File: src/rtl/boot_seq_pkg.sv
// Shared types for the stepped-clock boot sequencer.
// Assumes: nothing beyond IEEE 1800-2017.
package boot_seq_pkg;

    typedef enum logic [2:0] {
        ST_IDLE,   // free clock selected, waiting for start
        ST_HALT,   // free clock just stopped, reset not yet driven
        ST_RESET,  // reset driven while stepping
        ST_WAKE,   // detect beat plus idle beats
        ST_FEED,   // injecting the per-address byte loop
        ST_FIN     // reset driven under the free clock
    } seq_state_t;

    localparam int GROUP_LEN = 10;  // bytes injected per image byte

endpackage

File: src/rtl/boot_beat_timer.sv
// Generates the stepped CPU clock as beats: LO_CYC cycles low, then HI_CYC
// cycles high. Flags the cycle before the rise and the last high cycle.
// Assumes: LO_CYC >= 2 and HI_CYC >= 1. The counter restarts low whenever run drops.
module boot_beat_timer #(
    parameter int LO_CYC = 4,
    parameter int HI_CYC = 4
) (
    input  logic clk,
    input  logic rst_n,
    input  logic run,
    output logic phase_hi,
    output logic at_rise,
    output logic at_end
);
    localparam int MAXC = (LO_CYC > HI_CYC) ? LO_CYC : HI_CYC;
    localparam int CW   = $clog2(MAXC + 1);

    logic [CW-1:0] cnt;
    logic          hi;

    // Advance the phase counter and toggle the clock level at phase ends.
    always_ff @(posedge clk) begin
        if (!rst_n || !run) begin
            cnt <= '0;
            hi  <= 1'b0;
        end else if (!hi) begin
            if (cnt == CW'(LO_CYC - 1)) begin
                cnt <= '0;
                hi  <= 1'b1;
            end else begin
                cnt <= cnt + 1'b1;
            end
        end else begin
            if (cnt == CW'(HI_CYC - 1)) begin
                cnt <= '0;
                hi  <= 1'b0;
            end else begin
                cnt <= cnt + 1'b1;
            end
        end
    end

    // Decode the phase boundary flags for the controller.
    always_comb begin
        phase_hi = hi;
        at_rise  = run && !hi && (cnt == CW'(LO_CYC - 1));
        at_end   = run &&  hi && (cnt == CW'(HI_CYC - 1));
    end

    // the clock can only fall when no run is active or a high phase completes
    a_r3_fall_at_end: assert property (@(posedge clk) disable iff (!rst_n)
        (hi && run && !at_end) |=> hi);

endmodule

File: src/rtl/boot_byte_gen.sv
// Selects the byte to inject for a position in the ten-byte loop.
// Assumes: idx below 10; img_byte already valid for the current offset.
module boot_byte_gen #(
    parameter logic [7:0] OP_LDI   = 8'hA9,
    parameter logic [7:0] OP_STL   = 8'h8F,
    parameter logic [7:0] OP_JMP   = 8'h4C,
    parameter logic [7:0] SPLIT_HI = 8'hD0
) (
    input  logic [3:0]  idx,
    input  logic [7:0]  img_byte,
    input  logic [15:0] dest,
    output logic [7:0]  byte_out
);
    localparam logic [7:0] TGT_LO  = 8'h00;
    localparam logic [7:0] TGT_HI  = 8'h03;
    localparam logic [7:0] BANK_LO = 8'h00;
    localparam logic [7:0] BANK_HI = 8'h04;
    localparam logic [7:0] FILLER  = 8'hFF;

    // Map the loop position to its byte value.
    always_comb begin
        unique case (idx)
            4'd0:    byte_out = TGT_LO;
            4'd1:    byte_out = TGT_HI;
            4'd2:    byte_out = OP_LDI;
            4'd3:    byte_out = img_byte;
            4'd4:    byte_out = OP_STL;
            4'd5:    byte_out = dest[7:0];
            4'd6:    byte_out = dest[15:8];
            4'd7:    byte_out = (dest[15:8] < SPLIT_HI) ? BANK_LO : BANK_HI;
            4'd8:    byte_out = FILLER;
            default: byte_out = OP_JMP;
        endcase
    end

    // the loop index never leaves the ten-byte group
    always_comb begin
        a_r7_idx_range: assert (idx < 4'd10 || $isunknown(idx));
    end

endmodule

File: src/rtl/boot_seq_ctrl.sv
// Boot sequencer top: stops the free clock, steps the CPU through reset,
// injects the copy loop one byte per beat, then hands over with a reset.
// Assumes: start_addr is stable in the start cycle; the image port has one
// cycle of read latency; FIN_HOLD >= 1 and RST_BEATS >= 2.
module boot_seq_ctrl
    import boot_seq_pkg::*;
#(
    parameter int         LO_CYC     = 4,
    parameter int         HI_CYC     = 4,
    parameter int         RST_BEATS  = 2,
    parameter int         IDLE_BEATS = 6,
    parameter int         FIN_HOLD   = 8,
    parameter logic [7:0] OP_LDI     = 8'hA9,
    parameter logic [7:0] OP_STL     = 8'h8F,
    parameter logic [7:0] OP_JMP     = 8'h4C,
    parameter logic [7:0] SPLIT_HI   = 8'hD0
) (
    input  logic        clk,
    input  logic        rst_n,
    input  logic        start,
    input  logic [15:0] start_addr,
    output logic [15:0] img_addr,
    input  logic [7:0]  img_data,
    output logic        cpu_clk,
    output logic        cpu_res_drive,
    output logic        load_mode,
    output logic        free_clk_en,
    output logic [7:0]  buf_data,
    output logic        buf_load,
    output logic        busy,
    output logic        done
);
    localparam int MAXB1 = (RST_BEATS > IDLE_BEATS) ? RST_BEATS : IDLE_BEATS;
    localparam int MAXB  = (MAXB1 > FIN_HOLD) ? MAXB1 : FIN_HOLD;
    localparam int BW    = $clog2(MAXB + 1);
    localparam logic [3:0] LAST_IDX = 4'(GROUP_LEN - 1);

    seq_state_t    state;
    logic [BW-1:0] beat;
    logic [3:0]    idx;
    logic [3:0]    nidx;
    logic [15:0]   dest;
    logic [15:0]   src;
    logic          run;
    logic          phase_hi;
    logic          at_rise;
    logic          at_end;
    logic [7:0]    next_byte;

    // Stepping runs only in the reset, wake and feed stretches.
    always_comb begin
        run  = (state == ST_RESET) || (state == ST_WAKE) || (state == ST_FEED);
        nidx = (state == ST_FEED && idx != LAST_IDX) ? idx + 4'd1 : 4'd0;
    end

    boot_beat_timer #(.LO_CYC(LO_CYC), .HI_CYC(HI_CYC)) u_timer (
        .clk      (clk),
        .rst_n    (rst_n),
        .run      (run),
        .phase_hi (phase_hi),
        .at_rise  (at_rise),
        .at_end   (at_end)
    );

    boot_byte_gen #(
        .OP_LDI(OP_LDI), .OP_STL(OP_STL), .OP_JMP(OP_JMP), .SPLIT_HI(SPLIT_HI)
    ) u_bytes (
        .idx      (nidx),
        .img_byte (img_data),
        .dest     (dest),
        .byte_out (next_byte)
    );

    // Sequence control: reset handshake, byte injection and hand-over.
    always_ff @(posedge clk) begin
        if (!rst_n) begin
            state         <= ST_IDLE;
            beat          <= '0;
            idx           <= '0;
            dest          <= '0;
            src           <= '0;
            cpu_res_drive <= 1'b0;
            load_mode     <= 1'b0;
            free_clk_en   <= 1'b1;
            buf_data      <= '0;
            buf_load      <= 1'b0;
            busy          <= 1'b0;
            done          <= 1'b0;
        end else begin
            buf_load <= 1'b0;
            done     <= 1'b0;
            unique case (state)
                ST_IDLE: begin
                    if (start) begin
                        free_clk_en <= 1'b0;
                        busy        <= 1'b1;
                        dest        <= start_addr;
                        src         <= '0;
                        state       <= ST_HALT;
                    end
                end
                ST_HALT: begin
                    cpu_res_drive <= 1'b1;
                    beat          <= '0;
                    state         <= ST_RESET;
                end
                ST_RESET: begin
                    if (at_rise && beat == BW'(RST_BEATS)) begin
                        cpu_res_drive <= 1'b0;
                        load_mode     <= 1'b1;
                    end
                    if (at_end) begin
                        if (beat == BW'(RST_BEATS)) begin
                            beat  <= '0;
                            state <= ST_WAKE;
                        end else begin
                            beat <= beat + 1'b1;
                        end
                    end
                end
                ST_WAKE: begin
                    if (at_end) begin
                        if (beat == BW'(IDLE_BEATS)) begin
                            idx      <= '0;
                            buf_data <= next_byte;
                            buf_load <= 1'b1;
                            state    <= ST_FEED;
                        end else begin
                            beat <= beat + 1'b1;
                        end
                    end
                end
                ST_FEED: begin
                    if (at_end) begin
                        if (idx == LAST_IDX && dest == 16'hFFFF) begin
                            load_mode     <= 1'b0;
                            cpu_res_drive <= 1'b1;
                            free_clk_en   <= 1'b1;
                            beat          <= '0;
                            state         <= ST_FIN;
                        end else begin
                            if (idx == LAST_IDX) begin
                                dest <= dest + 16'd1;
                                src  <= src + 16'd1;
                            end
                            idx      <= nidx;
                            buf_data <= next_byte;
                            buf_load <= 1'b1;
                        end
                    end
                end
                ST_FIN: begin
                    if (beat == BW'(FIN_HOLD - 1)) begin
                        cpu_res_drive <= 1'b0;
                        done          <= 1'b1;
                        busy          <= 1'b0;
                        state         <= ST_IDLE;
                    end else begin
                        beat <= beat + 1'b1;
                    end
                end
                default: state <= ST_IDLE;
            endcase
        end
    end

    // Drive the outward clock and the image offset.
    always_comb begin
        cpu_clk  = phase_hi;
        img_addr = src;
    end

    // a byte is only latched while the stepped clock is low
    a_r6_latch_low: assert property (@(posedge clk) disable iff (!rst_n)
        buf_load |-> !cpu_clk);
    // load mode and driven reset never overlap
    a_r4_no_lm_in_reset: assert property (@(posedge clk) disable iff (!rst_n)
        load_mode |-> !cpu_res_drive);
    // stepped clock stays low while the free clock is selected
    a_r10_free_clk_quiet: assert property (@(posedge clk) disable iff (!rst_n)
        free_clk_en |-> !cpu_clk);
    // the free clock stops before reset is driven
    a_r2_halt_first: assert property (@(posedge clk) disable iff (!rst_n)
        $fell(free_clk_en) |-> !cpu_res_drive);
    // done is a single-cycle pulse
    a_r10_done_pulse: assert property (@(posedge clk) disable iff (!rst_n)
        done |=> !done);

endmodule

File: config.mk
export PLATFORM = sky130hd
export DESIGN_NAME = boot_seq_ctrl
export DESIGN_NICKNAME = d
export VERILOG_FILES = /design/src/rtl/boot_seq_pkg.sv /design/src/rtl/boot_beat_timer.sv /design/src/rtl/boot_byte_gen.sv /design/src/rtl/boot_seq_ctrl.sv
export SDC_FILE = /design/constraint.sdc
export NUM_CORES = 1
export LEC_CHECK = 0
export ABC_AREA = 1
export ABC_CLOCK_PERIOD_IN_PS = 5340
export CORE_MARGIN = 2
export CORE_UTILIZATION = 40
export DETAILED_ROUTE_END_ITERATION = 10
export SLEW_MARGIN = 40
export SYNTH_ARGS = -nofsm -noshare
export SYNTH_HDL_FRONTEND = slang
export SYNTH_SLANG_ARGS = --single-unit
File: constraint.sdc
create_clock -name clk -period 5.34 [get_ports clk]
set_clock_uncertainty 0.05 [all_clocks]
set_input_delay 1.068 -clock clk [delete_from_list [all_inputs] [get_ports clk]]
set_output_delay 1.068 -clock clk [all_outputs]
set_load 0.05 [all_outputs]
==> metrics.md, run 1 <==
| Metric | Value |
|---|---|
| Compound-Gate Fraction of Synth Area | `around 14%` |
| Routed WL | `about 10 mm` |
| Status | `finished clean` |
| Synth area leaders | `dfxtp_1 (31%), nand2_1 (15%), nor2_1 (7.6%)` |
| Placement Cell Area | `4520 um2` |
| Starting Density | `40.6%` |
| Worst hold path startpoint | `u_timer.cnt[0]$_SDFF_PP0_` |
| Via count | `~4.0k` |
| Max Fclk | `312 MHz` |
| GR Overflow Total | `0` |
| DP HPWL | `7.35 mm` |
| First-pass GRT wire length | `17.3 mm` |
| Row cnt | `36` |
| Most frequent cells after synthesis | `nand2_1 (159), nor2_1 (79), dfxtp_1 (61)` |
| Worst setup startpoint | `start` |
| Post-synth EDFFs | `0` |
| Hold Crit Depth | `1` |
| Worst hold path type | `register to register` |
| Cell area power density | `about 360 nW/um2` |
| Post-CTS setup buffers | `0` |
| Final antenna-violating net count | `0` |
| Register area share after synthesis | `31.4%` |
| Syn. warnings | `0` |
| Worst r2r src | `state[2]$_SDFFE_PN0P_` |
| Filler instances | `between 1k and 1.5k` |
| Crit path DAT | `3400 ps` |
| CTS root buf | `clkbuf_8` |
| Cell depth of the worst flop-to-flop path | `7` |
| H-tree Lvls | `3` |
| Ys flop type | `dfxtp_1` |
| DRC viols | `0` |
| Tmin final | `3210 ps` |
| Initial antenna violation count | `0` |
| CORE AREA | `9590 um2` |
| Final Max Tran Viols | `0` |
| Synth Area in Simple Gates | `between 30% and 40%` |
| Post-Syn Nets | `642` |
| Share of the synthesized area in the top cell type | `31.4%` |
| Layout cell share with drive strength beyond 1 | `roughly 8%` |
| Ys async rst share | `0%` |
| Synth area leader | `dfxtp_1` |
| Die Ht | `103 um` |
| Num ports | `58` |
| Gpl congestion | `0.842` |
| Synthesized cell area | `3890 um2` |
| Synth Area in XOR/XNOR | `3.38%` |
| DR iter-0 viols | `between 100 and 150` |
| Main combinational cell family by area after synthesis | `simple AND/OR/NAND/NOR gates` |
| Largest net degree at the start of global routing | `38` |
| CP Capture Type | `register` |
| Total GRT Usage | `just over 20%` |
| CTS Sinks | `61` |
| CP Max Fanout | `34` |
| Cts bufs inserted | `9` |
| CP required | `5530 ps` |
| Final hold viol count | `0` |
| Nets@finish | `691` |
| Diodes inserted | `0` |
| Die ar. | `around 11000 um2` |
| Hold_buf cts | `0` |
| #FFs+latches synth | `61` |
| Die X-Extent | `103 um` |
| Static leakage | `between 1.5 and 2 nW` |
| Mux share of post-synthesis cell area | `0%` |
| Vias per cell | `5.02` |
| CTS tree | `yes` |
| Clock transition at path regs | `70 ps` |
| Startpoint types | `input port` |
| Max Cap Violations | `0` |
| Drt wl/cell | `around 13 um` |
| RSZ-0062 raised after global routing | `no` |
| Synth Area per Inst | `6.41 um2` |
| CTS Buffer Depth | `2` |
| DRT Pass-1 Iters | `5` |
| Count leader, synth | `nand2_1` |
| Synth unique cells | `35` |
| Worst VDD drop | `295 uV` |
| Clk_lat worst skew | `340 ps` |
| Area grow syn2layout | `21.4%` |
| Synth Area in Adders | `2.57%` |
| Port Buffers | `57` |
| Total negative slack | `0 ps` |
| Worst slew pin tran | `697 ps` |
| Relative slew slack | `53.4%` |
| Final period utilization | `60.1%` |
| Resize count post-CTS | `0` |
| Vias in the first global route | `3801` |
| Post-synthesis instance total | `607` |
| Setup violators final | `0` |
| Crit path kind | `input port to register` |
| Design Area, Final | `4730 um2` |
==> cell usage in the layout, fill, tap and decap left out, types with 2 or more instances in the layout <==
cell type        instances
clkbuf_1                 2
a21oi_1                 52
nand2_2                  5
clkbuf_8                 9
inv_2                    7
nand2_4                  2
nand3_1                 53
nand3_2                  4
ha_1                     8
nand2_1                159
inv_1                   54
a31oi_1                  4
bufinv_16                2
clkinv_2                 3
nor2_2                   6
nor3_2                   2
clkdlybuf4s50_1         57
o21ai_1                 14
xor2_1                  14
o211ai_1                 4
o21ai_0                 27
nand4_1                  5
nor3_1                   9
nor2_8                   2
nor2_4                   5
nor2_1                  79
dfxtp_1                 61
a211oi_1                 3
==> worst max-delay path, cell delays in order <==
cell and delay, ps:
clkdlybuf4s50_1 490, nand2_1 60, nand2_1 80, nand2_1 90, inv_2 60, nand3_2 500, inv_2 700, o21ai_0 180
nand2_1 90, a21oi_1 40
==> layout make-up <==
cell class | instances | area (um2) | share of cell area (%)
Clock buffer | 11 | 131 | 2.78
Inverter | 62 | 235 | 4.98
Sequential cell | 61 | 1220 | 25.8
Tap cell | 133 | 166 | 3.52
Clock inverter | 5 | 75.1 | 1.59
Multi-Input combinational cell | 464 | 2320 | 49.1
Timing Repair Buffer | 58 | 578 | 12.2
==> power by group <==
group	switching (W)	total, W	internal [W]
logic	0.000418	0.000618	0.000200
registers	0.0000999	0.000636	0.000536
clock network	0.000186	0.000446	0.000261
==> sequential cells by signal, summed over array words and instances (netlist names) <==
register	flops
u_timer.cnt	3
load_mode	1
beat	4
busy	1
cpu_res_drive	1
idx	4
free_clk_en	1
u_timer.phase_hi	1
buf_load	1
buf_data	8
done	1
state	3
dest	16
img_addr	16
==> per-stage QoR <==
stage / cells / power (W) / setup slack, ps / utilization (%) / hold slack [ps]
detailed placement: 778 / 0.00126 / 1760 / 47.1 / 382
CTS: 794 / 0.00171 / 2130 / 49.3 / 394
global placement: 778 / 0.00126 / 1770 / 47.1 / 358
finish: 794 / 0.00170 / 2130 / 49.3 / 393
global route: 794 / 0.00182 / 1860 / 49.3 / 408
floorplan: 607 / 0.00111 / 3400 / - / 349
==> per-layer routing <==
layer	part of all wire, %	track usage, %	vias up
li1	-	-	2076
met1	48	26.4	1820
met2	47	35.1	77
met3	4.1	3.59	12
met4	1.2	7.28	0
met5	0	0	-
==> path summary, 6_finish.rpt <==
path | endpoint | slack [ps]
setup / recovery | dest[5]$_SDFFE_PN0P_ | 2130
hold / removal | u_timer.cnt[0]$_SDFF_PP0_ | 390
setup reg to reg | dest[2]$_SDFFE_PN0P_ | 2350
hold reg to reg | u_timer.cnt[0]$_SDFF_PP0_ | 390
==> logic make-up after synthesis <==
group | Yosys count
buffers and inverters | 82
AND/OR/NAND/NOR | 336
XOR/XNOR | 15
flip-flops | 61
adder cells (fa/ha/maj) | 8
AO/OA/AOI/OAI | 105
Note: power is estimated with default switching activity, not from simulation.
==> run 2, diff against run 1 <==
--- a/config.mk
+++ b/config.mk
@@ -6,7 +6,7 @@
 export NUM_CORES = 1
 export LEC_CHECK = 0
 export ABC_AREA = 1
-export ABC_CLOCK_PERIOD_IN_PS = 5340
+export ABC_CLOCK_PERIOD_IN_PS = 3100
 export CORE_MARGIN = 2
 export CORE_UTILIZATION = 40
 export DETAILED_ROUTE_END_ITERATION = 10
==> constraint.sdc (replaced) <==
create_clock -name clk -period 3.1 [get_ports clk]
set_clock_uncertainty 0.05 [all_clocks]
set_input_delay 0.62 -clock clk [delete_from_list [all_inputs] [get_ports clk]]
set_output_delay 0.62 -clock clk [all_outputs]
set_load 0.05 [all_outputs]
==> metrics.md, run 2 (synthesis gave the netlist of run 1 again) <==
| Metric | Value |
|---|---|
| Worst path cell trace | `clkdlybuf4s50_1` |
| First-pass GRT wire length | `17.3 mm` |
| Leading cell type in the layout, fill and taps excluded | `nand2_1` |
| CTS tree | `yes` |
| Tmin final | `2330 ps` |
| Final antenna-violating net count | `0` |
| Cts bufs inserted | `9` |
| Nets@finish | `695` |
| Die X-Extent | `103 um` |
| Total GRT Usage | `a little over a fifth` |
| Routed WL | `10.6 mm` |
| Worst path bufs/invs | `1` |
| Cell area power density | `about 630 nW/um2` |
| Final Max Tran Viols | `0` |
| CP peak stage delay | `860 ps` |
| Hold_buf cts | `0` |
| Worst hold path type | `register to register` |
| CTS root buf | `clkbuf_8` |
| Crit path DAT | `1660 ps` |
| Port Buffers | `57` |
| DRC viols | `0` |
| Layout cell share with drive strength beyond 1 | `under 10%` |
| Worst hold path startpoint | `u_timer.cnt[0]$_SDFF_PP0_` |
| Final period utilization | `75.0%` |
| Reg-to-reg slack, setup | `roughly 870 ps` |
| RSZ-0062 raised after global routing | `no` |
| CTS Buffer Depth | `2` |
| Initial antenna violation count | `0` |
| Worst Slack Setup Final | `774 ps` |
| Post-CTS setup buffers | `0` |
| DP HPWL | `between 7 and 8 mm` |
| Largest net degree at the start of global routing | `38` |
| Worst r2r src | `u_timer.cnt[0]$_SDFF_PP0_` |
| Via count | `3978` |
| Worst slack at placement | `between 600 and 700 ps` |
| Die Ht | `around 100 um` |
| Vias in the first global route | `roughly 3.8k` |
| Core Util, Final | `49.9%` |
| Worst slew pin tran | `636 ps` |
| Resize count post-CTS | `0` |
| Hold EP | `u_timer.cnt[0]$_SDFF_PP0_` |
| CORE AREA | `approximately 9600 um2` |
| Hold Crit Depth | `1` |
| GR Overflow Total | `0` |
| Status | `finished clean` |
| Clock transition at path regs | `70 ps` |
| CTS Sinks | `61` |
| Static leakage | `1.90 nW` |
| Area grow syn2layout | `22.9%` |
| Starting Density | `40.6%` |
| DR iter-0 viols | `about 150` |
| Gpl congestion | `0.873` |
| CP Capture Type | `output pin` |
| Crit path kind | `register to output pin` |
| Slowest-stage cell, CP | `clkdlybuf4s50_1` |
| Total negative slack | `0 ps` |
| Crit Reg-Reg Endpoint | `dest[5]$_SDFFE_PN0P_` |
| Drt wl/cell | `13.3 um` |
| Cell depth of the worst flop-to-flop path | `13` |
| Worst VDD drop | `roughly 490 uV` |
| H-tree Lvls | `3` |
| CP top delay family | `buffers and inverters` |
| Final hold viol count | `0` |
| Filler instances | `988` |
| Max Fclk | `between 400 and 500 MHz` |
| CP Max Fanout | `6` |
| Vias per cell | `4.99` |
| Startpoint types | `register` |
| CP required | `2430 ps` |
| DRT Pass-1 Iters | `5` |
| Row cnt | `36` |
| Relative slew slack | `57.5%` |
| Die ar. | `10500 um2` |
| Setup violators final | `0` |
| Diodes inserted | `0` |
| Clk_lat worst skew | `between 300 and 400 ps` |
| Most frequent cells in the layout | `nand2_1 (159), nor2_1 (79), dfxtp_1 (61)` |
| Num ports | `between 50 and 60` |
| Max Cap Violations | `0` |
==> run 2: cell count changes in the layout (fill, tap and decap cells not counted) <==
cell        previous run  this run
buf_4                  1         5
clkbuf_1               2         0
clkbuf_8               9        12
clkinv_2               3         0
clkinvlp_4             0         1
inv_1                 54        55
inv_2                  7         6
==> run 2: per-layer routing <==
metal / global-route usage, % / vias to the layer above / share of wire, %
met5: 0 / - / 0
met4: 6.56 / 0 / 1.3
met3: 4.14 / 12 / 4.3
met2: 34.7 / 83 / 46
met1: 27.3 / 1810 / 48
li1: - / 2073 / -
==> run 2: worst max path at each step <==
| stage | start | to | slack, ps | cells past startpoint |
|---|---|---|---|---|
| finish | img_addr[8]$_SDFFE_PN0P_ | img_addr[8] | 770 | 1 |
| global route | u_timer.cnt[0]$_SDFF_PP0_ | img_addr[6]$_SDFFE_PN0P_ | 670 | 12 |
| CTS | img_addr[8]$_SDFFE_PN0P_ | img_addr[8] | 760 | 1 |
| detailed placement | start | dest[5]$_SDFFE_PN0P_ | 680 | 10 |
| global placement | start | dest[5]$_SDFFE_PN0P_ | 710 | 10 |
| floorplan | img_addr[0]$_SDFFE_PN0P_ | img_addr[14]$_SDFFE_PN0P_ | 1180 | 8 |
==> run 2: metrics by stage <==
stage	instance area, um2	hold WS [ps]	std cells	total power [W]
2_1_floorplan	3890	349	607	0.00192
3_3_place_gp	4550	357	782	0.00217
3_5_place_dp	4550	364	782	0.00219
4_1_cts	4780	374	797	0.00305
5_1_grt	4780	389	797	0.00325
6_report	4780	372	797	0.00304
==> run 2: final cells by class <==
cell class	count	area, um2	area share, %
Clock buffer	12	165	3.45
Clock inverter	3	67.6	1.41
Inverter	62	235	4.92
Multi-Input combinational cell	464	2320	48.5
Sequential cell	61	1220	25.5
Tap cell	133	166	3.48
Timing Repair Buffer	62	608	12.7
==> run 2: where the power goes <==
group	internal (W)	leakage, nW	switching (W)	total (W)
combinational	0.000355	1.29	0.000729	0.00108
clock	0.000515	0.115	0.000342	0.000857
sequential	0.000923	0.497	0.000173	0.00110
